<file path="src/rtl/uart_txf_pkg.sv">
package uart_txf_pkg;

  localparam int FRAME_W = 12;

  typedef struct packed {
    logic [1:0] wlen;
    logic       par_en;
    logic       even_sel;
    logic       stick;
    logic       two_stop;
  } fmt_t;

  // start + (5 + wlen) data + parity + one or two stops
  function automatic logic [3:0] frame_bits(fmt_t f);
    return 4'd7 + {2'b00, f.wlen} + {3'b000, f.par_en} + {3'b000, f.two_stop};
  endfunction

  function automatic logic [7:0] data_mask(logic [1:0] wlen);
    return 8'hFF >> (2'd3 - wlen);
  endfunction

  function automatic logic parity_bit(fmt_t f, logic [7:0] d);
    logic x;
    x = ^(d & data_mask(f.wlen));
    if (f.stick) return ~f.even_sel;
    return f.even_sel ? x : ~x;
  endfunction

  // bit 0 is sent first; unused upper bits stay high
  function automatic logic [FRAME_W-1:0] build_frame(fmt_t f, logic [7:0] d);
    logic [FRAME_W-1:0] fr;
    int ndata;
    fr    = '1;
    fr[0] = 1'b0;
    ndata = 5 + int'(f.wlen);
    for (int i = 0; i < 8; i++) begin
      if (i < ndata) fr[i+1] = d[i];
    end
    if (f.par_en) fr[ndata+1] = parity_bit(f, d);
    return fr;
  endfunction

endpackage

</file>
<file path="src/rtl/uart_txf_queue.sv">
module uart_txf_queue #(
  parameter int DEPTH  = 16,
  parameter int DATA_W = 8
) (
  input  logic              clk,
  input  logic              rst_n,
  input  logic              fifo_en,
  input  logic              push,
  input  logic [DATA_W-1:0] push_data,
  input  logic              pop,
  output logic [DATA_W-1:0] head_data,
  output logic              empty,
  output logic              full
);
  localparam int AW = (DEPTH > 1) ? $clog2(DEPTH) : 1;
  localparam int CW = $clog2(DEPTH + 1);

  logic [DATA_W-1:0] mem [DEPTH];
  logic [AW-1:0]     wptr, rptr;
  logic [CW-1:0]     cnt;
  logic [CW-1:0]     cap;
  logic              accept_evt;
  logic              take_evt;

  assign cap        = fifo_en ? CW'(DEPTH) : CW'(1);
  assign empty      = (cnt == '0);
  assign full       = (cnt >= cap);
  assign accept_evt = push && !full;
  assign take_evt   = pop && !empty;
  assign head_data  = mem[rptr];

  function automatic logic [AW-1:0] ptr_next(logic [AW-1:0] p);
    return (p == AW'(DEPTH - 1)) ? '0 : p + AW'(1);
  endfunction

  always_ff @(posedge clk) begin
    if (accept_evt) mem[wptr] <= push_data;
  end

  always_ff @(posedge clk or negedge rst_n) begin
    if (!rst_n) begin
      wptr <= '0;
      rptr <= '0;
      cnt  <= '0;
    end else begin
      if (accept_evt) wptr <= ptr_next(wptr);
      if (take_evt)   rptr <= ptr_next(rptr);
      case ({accept_evt, take_evt})
        2'b10:   cnt <= cnt + CW'(1);
        2'b01:   cnt <= cnt - CW'(1);
        default: cnt <= cnt;
      endcase
    end
  end

  assert_no_overflow_R10: assert property (@(posedge clk) disable iff (!rst_n)
    cnt <= CW'(DEPTH));

  assert_single_entry_R9: assert property (@(posedge clk) disable iff (!rst_n)
    (!fifo_en && $past(!fifo_en) && ($past(cnt) <= CW'(1))) |-> (cnt <= CW'(1)));

endmodule

</file>
<file path="src/rtl/uart_txf_shifter.sv">
module uart_txf_shifter
  import uart_txf_pkg::*;
#(
  parameter int OSR = 16
) (
  input  logic       clk,
  input  logic       rst_n,
  input  logic       baud_tick,
  input  logic       req,
  input  fmt_t       fmt,
  input  logic [7:0] data,
  input  logic       send_break,
  output logic       pop,
  output logic       active,
  output logic       txd
);
  localparam int TW = (OSR > 1) ? $clog2(OSR) : 1;

  logic [FRAME_W-1:0] shreg;
  logic [3:0]         bit_idx;
  logic [3:0]         nbits;
  logic [TW-1:0]      tick_cnt;
  logic               last_tick;
  logic               frame_end;

  assign pop       = req && !active;
  assign last_tick = active && baud_tick && (tick_cnt == TW'(OSR - 1));
  assign frame_end = last_tick && (bit_idx == nbits - 4'd1);
  assign txd       = active ? shreg[0] : ~send_break;

  always_ff @(posedge clk or negedge rst_n) begin
    if (!rst_n) begin
      active   <= 1'b0;
      shreg    <= '1;
      bit_idx  <= '0;
      nbits    <= '0;
      tick_cnt <= '0;
    end else if (pop) begin
      active   <= 1'b1;
      shreg    <= build_frame(fmt, data);
      nbits    <= frame_bits(fmt);
      bit_idx  <= '0;
      tick_cnt <= '0;
    end else if (active && baud_tick) begin
      if (last_tick) begin
        tick_cnt <= '0;
        if (frame_end) begin
          active <= 1'b0;
        end else begin
          shreg   <= {1'b1, shreg[FRAME_W-1:1]};
          bit_idx <= bit_idx + 4'd1;
        end
      end else begin
        tick_cnt <= tick_cnt + TW'(1);
      end
    end
  end

  assert_frame_runs_R7: assert property (@(posedge clk) disable iff (!rst_n)
    (active && !frame_end) |=> active);

  assert_hold_without_tick_R5: assert property (@(posedge clk) disable iff (!rst_n)
    (active && !baud_tick) |=> $stable(txd));

  assert_ends_on_stop_R2: assert property (@(posedge clk) disable iff (!rst_n)
    $fell(active) |-> $past(txd));

endmodule

</file>
<file path="src/rtl/uart_tx_framer.sv">
module uart_tx_framer
  import uart_txf_pkg::*;
#(
  parameter int DEPTH = 16,
  parameter int OSR   = 16
) (
  input  logic       clk,
  input  logic       rst_n,
  input  logic       baud_tick,
  input  logic       uart_en,
  input  logic       tx_en,
  input  logic       fifo_en,
  input  logic [1:0] word_len,
  input  logic       parity_en,
  input  logic       even_par,
  input  logic       stick_par,
  input  logic       two_stop,
  input  logic       send_break,
  input  logic       cts_flow_en,
  input  logic       cts_n,
  input  logic       push_valid,
  input  logic [7:0] push_data,
  output logic       txd,
  output logic       busy,
  output logic       tx_empty,
  output logic       tx_full
);
  fmt_t       fmt;
  logic [7:0] head_data;
  logic       q_empty;
  logic       q_full;
  logic       start_req;
  logic       pop;
  logic       active;

  assign fmt = '{wlen: word_len, par_en: parity_en, even_sel: even_par,
                 stick: stick_par, two_stop: two_stop};

  assign start_req = !q_empty && uart_en && tx_en && !send_break &&
                     (!cts_flow_en || !cts_n);

  uart_txf_queue #(.DEPTH(DEPTH), .DATA_W(8)) u_queue (
    .clk       (clk),
    .rst_n     (rst_n),
    .fifo_en   (fifo_en),
    .push      (push_valid),
    .push_data (push_data),
    .pop       (pop),
    .head_data (head_data),
    .empty     (q_empty),
    .full      (q_full)
  );

  uart_txf_shifter #(.OSR(OSR)) u_shift (
    .clk        (clk),
    .rst_n      (rst_n),
    .baud_tick  (baud_tick),
    .req        (start_req),
    .fmt        (fmt),
    .data       (head_data),
    .send_break (send_break),
    .pop        (pop),
    .active     (active),
    .txd        (txd)
  );

  assign busy     = !q_empty || active;
  assign tx_empty = q_empty;
  assign tx_full  = q_full;

  assert_cts_gate_R11: assert property (@(posedge clk) disable iff (!rst_n)
    (pop && cts_flow_en) |-> !cts_n);

  assert_start_enabled_R7: assert property (@(posedge clk) disable iff (!rst_n)
    pop |-> (uart_en && tx_en && !tx_empty));

  assert_no_start_in_break_R6: assert property (@(posedge clk) disable iff (!rst_n)
    pop |-> !send_break);

  assert_busy_when_disabled_R8: assert property (@(posedge clk) disable iff (!rst_n)
    (!tx_empty && !uart_en) |-> busy);

endmodule

</file>
<file path="config.mk">
export PLATFORM = sky130hd
export DESIGN_NAME = uart_tx_framer
export DESIGN_NICKNAME = d
export VERILOG_FILES = /design/src/rtl/uart_txf_pkg.sv /design/src/rtl/uart_txf_queue.sv /design/src/rtl/uart_txf_shifter.sv /design/src/rtl/uart_tx_framer.sv
export SDC_FILE = /design/constraint.sdc
export NUM_CORES = 1
export LEC_CHECK = 0
export CORE_UTILIZATION = 30
export DETAILED_ROUTE_END_ITERATION = 16
export GPL_TIMING_DRIVEN = 0
export PLACE_DENSITY = 0.56
export SKIP_CTS_REPAIR_TIMING = 1
export SLEW_MARGIN = 40
export SYNTH_ARGS = -nofsm -noshare
export SYNTH_HDL_FRONTEND = slang
export SYNTH_SLANG_ARGS = --single-unit
</file>
<file path="constraint.sdc">
create_clock -name clk -period 3.65 [get_ports clk]
set_clock_uncertainty 0.15 [all_clocks]
set_input_delay 0.73 -clock clk [delete_from_list [all_inputs] [get_ports clk]]
set_output_delay 0.73 -clock clk [all_outputs]
set_load 0.005 [all_outputs]
</file>
==> results of run 1 <==
-- sequential cells by signal, summed over array words and instances (netlist names) --
name	count
u_queue.cnt	5
u_shift.active	1
u_shift.tick_cnt	4
u_shift.shreg	12
u_queue.mem	128
u_queue.wptr	4
u_queue.rptr	4
u_shift.bit_idx	4
u_shift.nbits	4
-- final cells by class --
| cell class | count | share of cell area |
|---|---|---|
| well taps | 319 | 0.0454 |
| plain buffers | 23 | 0.0141 |
| inverters | 20 | 0.00854 |
| multi-input cells | 270 | 0.276 |
| clock buffers | 19 | 0.0492 |
| repair buffers | 33 | 0.0357 |
| flip-flops and latches | 166 | 0.547 |
| clock inverters | 13 | 0.0243 |
-- final timing paths --
path                                              from  slack, ns                         endpoint
hold / removal                                   rst_n       0.12  u_shift.tick_cnt[2]$_DFFE_PN0P_
min in group clk            u_queue.cnt[4]$_DFFE_PN0P_       0.34       u_queue.cnt[4]$_DFFE_PN0P_
setup / recovery                               fifo_en       0.11                          tx_full
hold reg to reg             u_queue.cnt[4]$_DFFE_PN0P_       0.34       u_queue.cnt[4]$_DFFE_PN0P_
setup reg to reg           u_queue.rptr[0]$_DFFE_PN0P_       0.26     u_shift.shreg[4]$_DFFE_PN1P_
max in group asynchronous                        rst_n       2.86     u_shift.shreg[9]$_DFFE_PN1P_
-- per-stage QoR --
step | instance area [µm²] | setup slack (ns)
2_1_floorplan | 7350 | 0.0876
3_3_place_gp | 8020 | -1.26
3_5_place_dp | 8100 | -0.866
4_1_cts | 8750 | -0.501
5_1_grt | 8790 | 0.0114
6_report | 8790 | 0.107
-- power groups by stage --
stage	Sequential (mW)	Combinational, mW	Clock [mW]
detailed placement	2.52	2.11	0
global route	2.51	2.37	2.08
global placement	2.50	2.03	0
CTS	2.48	2.12	1.99
finish	2.48	2.15	1.95
floorplan	2.47	1.57	0
-- worst max-delay path: stages --
cell and delay (ns):
clkdlybuf4s50_1 0.48, inv_1 0.06, ha_1 0.28, or3b_2 0.47, a21oi_4 0.16, inv_1 0.05
clkdlybuf4s50_1 0.43
-- kinds of logic (layout without fill, tap and decap cells) --
kind of cell | after synthesis | in the layout | share of synthesized area
DFF | 166 | 166 | 0.654
and+or+nand+nor | 110 | 110 | 0.0693
AOI/OAI and AO/OA | 64 | 64 | 0.0582
muxes | 52 | 52 | 0.122
buffers and inverters | 46 | 108 | 0.0279
xor gates and xnor gates | 23 | 23 | 0.0303
adders and majority gates | 21 | 21 | 0.0378
-- metal layers --
layer,up-vias,wire (µm),global-route usage
met4,0,306,0.0513
met2,95,8000,0.231
li1,1934,-,-
met3,27,722,0.0272
met1,2136,6860,0.175
met5,-,0,0
-- cells in the final DEF, fill, tap and decap left out, types with 11 or more instances in the layout --
| cell | n |
|---|---|
| nor2_2 | 12 |
| clkdlybuf4s50_1 | 26 |
| mux2i_1 | 19 |
| ha_1 | 18 |
| nand2_1 | 34 |
| edfxtp_1 | 128 |
| dfstp_2 | 12 |
| inv_1 | 18 |
| nand3_1 | 15 |
| clkbuf_1 | 11 |
| dfrtp_1 | 26 |
| nor2_1 | 17 |
| o21ai_0 | 18 |
| mux4_2 | 30 |
| clkbuf_16 | 17 |
| xnor2_1 | 13 |
==> summary.txt, run 1 <==
Yosys
  – Synth top area share: 0.523
  – Number of enable flip-flop cells after synthesis: 128
  – Largest area contributor in the netlist: edfxtp_1
  – Post-synth ARST share: 0.229
  – Netlist cell types: 50
  – Post-synth top flop: edfxtp_1
  – Synth area leaders: edfxtp_1 52%, mux4_2 9.2%, dfrtp_1 8.8%
  – Sequential area share after synthesis: 0.654
  – Ys Warns: 0
  – Avg Synthesized Cell Area: 15.3 µm²
  – Post-Syn Instances: 482
  – Seq cells post-synth: 166
  – Post-synthesis cell area: 7350 µm²
  – Synth cell count leaders: 128 x edfxtp_1, 35 x nand2_1, 30 x mux4_2
  – Dominant cell by count in the synthesized netlist: edfxtp_1
  – Syn_nets: 527

Pwr
  – Clock group share of total power: 0.297
  – Flop pwr share: 0.376
  – Net Sw Frac: 0.315
  – PwrDens: 749 nW/µm²
  – P_leak: 3.06 nW
  – Peak supply drop: 0.000340 V
  – Internal power: 4.51 mW
  – Comb power frac: 0.327
  – Total power: 6.58 mW
  – Net Switching: 2.08 mW

Global routing
  – Largest net degree at the start of global routing: 39
  – First-pass GRT wire length: 24.8 mm
  – GRT overflow: 0
  – Initial antenna violation count: 0
  – Vias in the first global route: 4331
  – Gr usage total: 0.138

Setup path
  – Crit. End Element: primary output
  – Kind of critical path: in2out
  – Max FO, Critical Path: 2
  – Critical path startpoint category: input pin
  – R2R depth: 11
  – CP arrival: 2.66 ns
  – CP Data Required Time: 2.77 ns

Timing
  – Final setup vio count: 0
  – Unrepaired setup endpoints after global routing: false
  – Post-layout min period: 3.54 ns
  – Worst slew pin tran: 0.800 ns
  – Max_slew headroom: 0.466
  – Fmax: 282 MHz
  – Fin crit share: 0.971
  – Hold Worst Slack: 0.121 ns
  – Max-slew violation count: 0
  – Final Hold Fails: 0
  – Setup TNS: 0 ns

Placement
  – Dpl hpwl: 10.7 mm
  – Placed Cells: 832
  – Port Buf Inserts: 27
  – RD Place Congestion: 0.825

Cells and area
  – Fin nets: 576
  – Footprint of the multi-input gates: 2420 µm²
  – Post-route insts no fill: 863
  – Diodes inserted: 0
  – Fill count: 2165
  – Layout area overhead: 19.6%
  – Final core utilization: 0.370
  – Layout cell share with drive strength beyond 1: 0.224
  – Reg area: 4810 µm²

Clocking
  – Htree depth: 4
  – Clock slew at reported path FFs: 0.07 ns
  – CTS Buffer Depth: 2
  – CTS tree: built
  – Clk root buf: clkbuf_16
  – Clk_lat worst skew: 0.43 ns
  – CTS Buf Count: 17
  – Clock Sink Count: 166

Floorplan
  – Core area: 23800 µm²
  – # IOs: 28
  – Die area: 25100 µm²
  – Row count: 56
  – Initial Util: 0.310
  – Die Span Y: 159 µm
  – Die Wd: 159 µm

Worst hold path
  – Hold Path Class: in2async

Route
  – Average routed wire per standard cell: 18.4 µm
  – Starting DRT DRC Count: 292
  – Via count: 4192
  – Remaining DRCs: 0
  – Pre-antenna DRT Iters: 4
  – Vias/cell: 4.86
  – Routed WL: 15.9 mm
  – Final ANT Viol Nets: 0

Run status
  – Status: finished clean

Flow run
  – MaxCap Viol Count: 0
Note: power is estimated with default switching activity, not from simulation.
==> run 2: changes to the inputs <==
Settings changed: SKIP_CTS_REPAIR_TIMING 1 to unset.
==> summary.txt, run 2 (same netlist as run 1, synthesis figures left out) <==
Setup path
  – R2R depth: 11 (unchanged)
  – CP Data Required Time: 2.77 ns (about the same)
  – Worst setup path end: tx_full (unchanged)
  – Crit. End Element: primary output (unchanged)
  – Worst path depth: 7 (unchanged)
  – CP top delay family: buffers and inverters (unchanged)
  – Critical path origin: fifo_en (unchanged)
  – Crit path max-delay cell type: clkdlybuf4s50_1 (unchanged)
  – CP bufs+invs: 4 (unchanged)
  – R2r setup slk: 0.24 ns (was 0.26 ns)
  – Worst r2r dst: u_shift.shreg[4]$_DFFE_PN1P_ (unchanged)
  – Critical path startpoint category: input pin (unchanged)
  – Critical Path, Cell by Cell: clkdlybuf4s50_1 > inv_1 > ha_1 > or3b_2 > a21oi_2 > inv_1 > clkdlybuf4s50_1 (was clkdlybuf4s50_1 > inv_1 > ha_1 > or3b_2 > a21oi_4 > inv_1 > clkdlybuf4s50_1)
  – Max FO, Critical Path: 2 (unchanged)
  – RR Startpoint: u_queue.rptr[0]$_DFFE_PN0P_ (unchanged)
  – CP arrival: 2.67 ns (was 2.66 ns)
  – Critical Path Max Stage Delay: 0.48 ns (about the same)
  – Kind of critical path: in2out (unchanged)

Cells and area
  – Post-route insts no fill: 862 (was 863)
  – Most frequent cells in the layout: 128 x edfxtp_1, 34 x nand2_1, 30 x mux4_2 (unchanged)
  – Most common cell after layout, fill and taps aside: edfxtp_1 (unchanged)
  – Final core utilization: 0.370 (about the same)
  – Diodes inserted: 0 (unchanged)
  – Most flops, register: u_queue.mem (unchanged)
  – Layout cell share with drive strength beyond 1: 0.225 (was 0.224)
  – Biggest regs: u_queue.mem x128, u_shift.shreg x12, u_queue.cnt x5 (unchanged)
  – Fin nets: 575 (was 576)
  – Largest register FFs: 128 (unchanged)
  – Layout area overhead: 19.5% (was 19.6%)

Floorplan
  – Die Wd: 159 µm (unchanged)
  – Row count: 56 (unchanged)
  – Initial Util: 0.310 (unchanged)
  – Core area: 23800 µm² (unchanged)
  – # IOs: 28 (unchanged)
  – Die area: 25100 µm² (unchanged)
  – Die Span Y: 159 µm (unchanged)

Global routing
  – Initial antenna violation count: 0 (unchanged)
  – GRT overflow: 0 (unchanged)
  – First-pass GRT wire length: 24.9 mm (was 24.8 mm)
  – Vias in the first global route: 4338 (was 4331)
  – Gr usage total: 0.137 (was 0.138)
  – Largest net degree at the start of global routing: 39 (unchanged)

Route
  – Routed WL: 16.0 mm (was 15.9 mm)
  – Starting DRT DRC Count: 255 (was 292)
  – Remaining DRCs: 0 (unchanged)
  – Final ANT Viol Nets: 0 (unchanged)
  – Vias/cell: 4.87 (was 4.86)
  – Pre-antenna DRT Iters: 4 (unchanged)
  – Via count: 4198 (was 4192)
  – Average routed wire per standard cell: 18.6 µm (was 18.4 µm)

Timing
  – Final Hold Fails: 0 (unchanged)
  – Max_slew headroom: 0.467 (was 0.466)
  – Max-slew violation count: 0 (unchanged)
  – Fmax: 282 MHz (about the same)
  – Fin crit share: 0.972 (was 0.971)
  – Post-layout min period: 3.55 ns (was 3.54 ns)
  – Setup TNS: 0 ns (unchanged)
  – Unrepaired setup endpoints after global routing: false (unchanged)
  – Worst slew pin tran: 0.799 ns (was 0.800 ns)
  – Final setup vio count: 0 (unchanged)

Clocking
  – CTS Buffer Depth: 2 (unchanged)
  – Clock slew at reported path FFs: 0.07 ns (about the same)
  – Clock Sink Count: 166 (unchanged)
  – CTS tree: built (unchanged)
  – Htree depth: 4 (unchanged)
  – CTS Buf Count: 17 (unchanged)
  – Clk root buf: clkbuf_16 (unchanged)
  – Clk_lat worst skew: 0.43 ns (about the same)

Pwr
  – Peak supply drop: 0.000339 V (was 0.000340 V)
  – Total power: 6.57 mW (was 6.58 mW)
  – PwrDens: 749 nW/µm² (about the same)
  – P_leak: 3.06 nW (about the same)

Flow run
  – MaxCap Viol Count: 0 (unchanged)

Placement
  – Placed Cells: 832 (unchanged)
  – Dpl hpwl: 10.7 mm (unchanged)
  – RD Place Congestion: 0.825 (unchanged)
  – Port Buf Inserts: 27 (unchanged)

Worst hold path
  – Hold Path Class: in2async (unchanged)

Run status
  – Status: finished clean (unchanged)
[run 2: cell types whose count changed in the layout (fill, tap and decap cells not counted), sizes merged]
cell,change
buf,-1
clkinv,+1
inv,-1
[run 2: final cells by class]
type	instances	area [µm²]
timing repair buffer	32	307
fill	2166	15000
sequential	166	4810
tap	319	399
inverter	20	76.3
clock inverter	13	214
multi-input combinational	270	2420
buffer	23	124
clock buffer	19	433
[run 2: timing repair]
| action | CTS | global route |
|---|---|---|
| hold buffers | 0 | 0 |
| gates resized for setup | 5 | 8 |
| hold endpoints to repair | 0 | 0 |
| endpoints found under the setup margin | 101 | 9 |
| setup buffers | 1 | 0 |
| pin swaps | 1 | 1 |
[run 2: layer usage]
metal / up-vias / global-route usage / routed length, µm / share of wire
li1: 1928 / - / - / -
met1: 2122 / 0.175 / 6910 / 0.43
met2: 125 / 0.230 / 8100 / 0.51
met3: 23 / 0.0272 / 697 / 0.044
met4: 0 / 0.0527 / 295 / 0.018
met5: - / 0 / 0 / 0
[run 2: power breakdown]
part / switching, mW / internal, mW
combinational: 1.16 / 0.988
sequential: 0.143 / 2.34
clock: 0.778 / 1.17
total: 2.08 / 4.50
[run 2: per-stage QoR]
stage | cell area, µm² | hold slack, ns | worst slack (ns)
after floorplan | 7350 | 0.284 | 0.0876
after global placement | 8020 | 0.326 | -1.26
after detailed placement | 8100 | 0.342 | -0.866
after CTS | 8750 | 0.131 | 0.0556
after global routing | 8780 | 0.155 | 0.0114
final | 8780 | 0.127 | 0.101
[run 2: how the worst min path moves through the flow]
stage	to	slack, ns	cells after the start
2_1_floorplan	u_queue.cnt[0]$_DFFE_PN0P_	0.28	0
3_3_place_gp	u_shift.tick_cnt[3]$_DFFE_PN0P_	0.33	1
3_5_place_dp	u_queue.cnt[4]$_DFFE_PN0P_	0.34	1
4_1_cts	u_shift.active$_DFFE_PN0P_	0.13	1
5_1_grt	u_queue.wptr[1]$_DFFE_PN0P_	0.16	1
6_report	u_queue.wptr[1]$_DFFE_PN0P_	0.13	1
[run 2: worst register-to-register path, cell delays in order (launching register included)]
cell	delay, ns
dfrtp_1	0.41
buf_6	0.19
buf_6	0.21
mux4_2	0.53
a22oi_1	0.25
nand2_1	0.20
xnor2_1	0.18
xnor2_1	0.20
xnor3_1	0.40
nor2_4	0.18
xnor2_2	0.15
a311oi_2	0.27
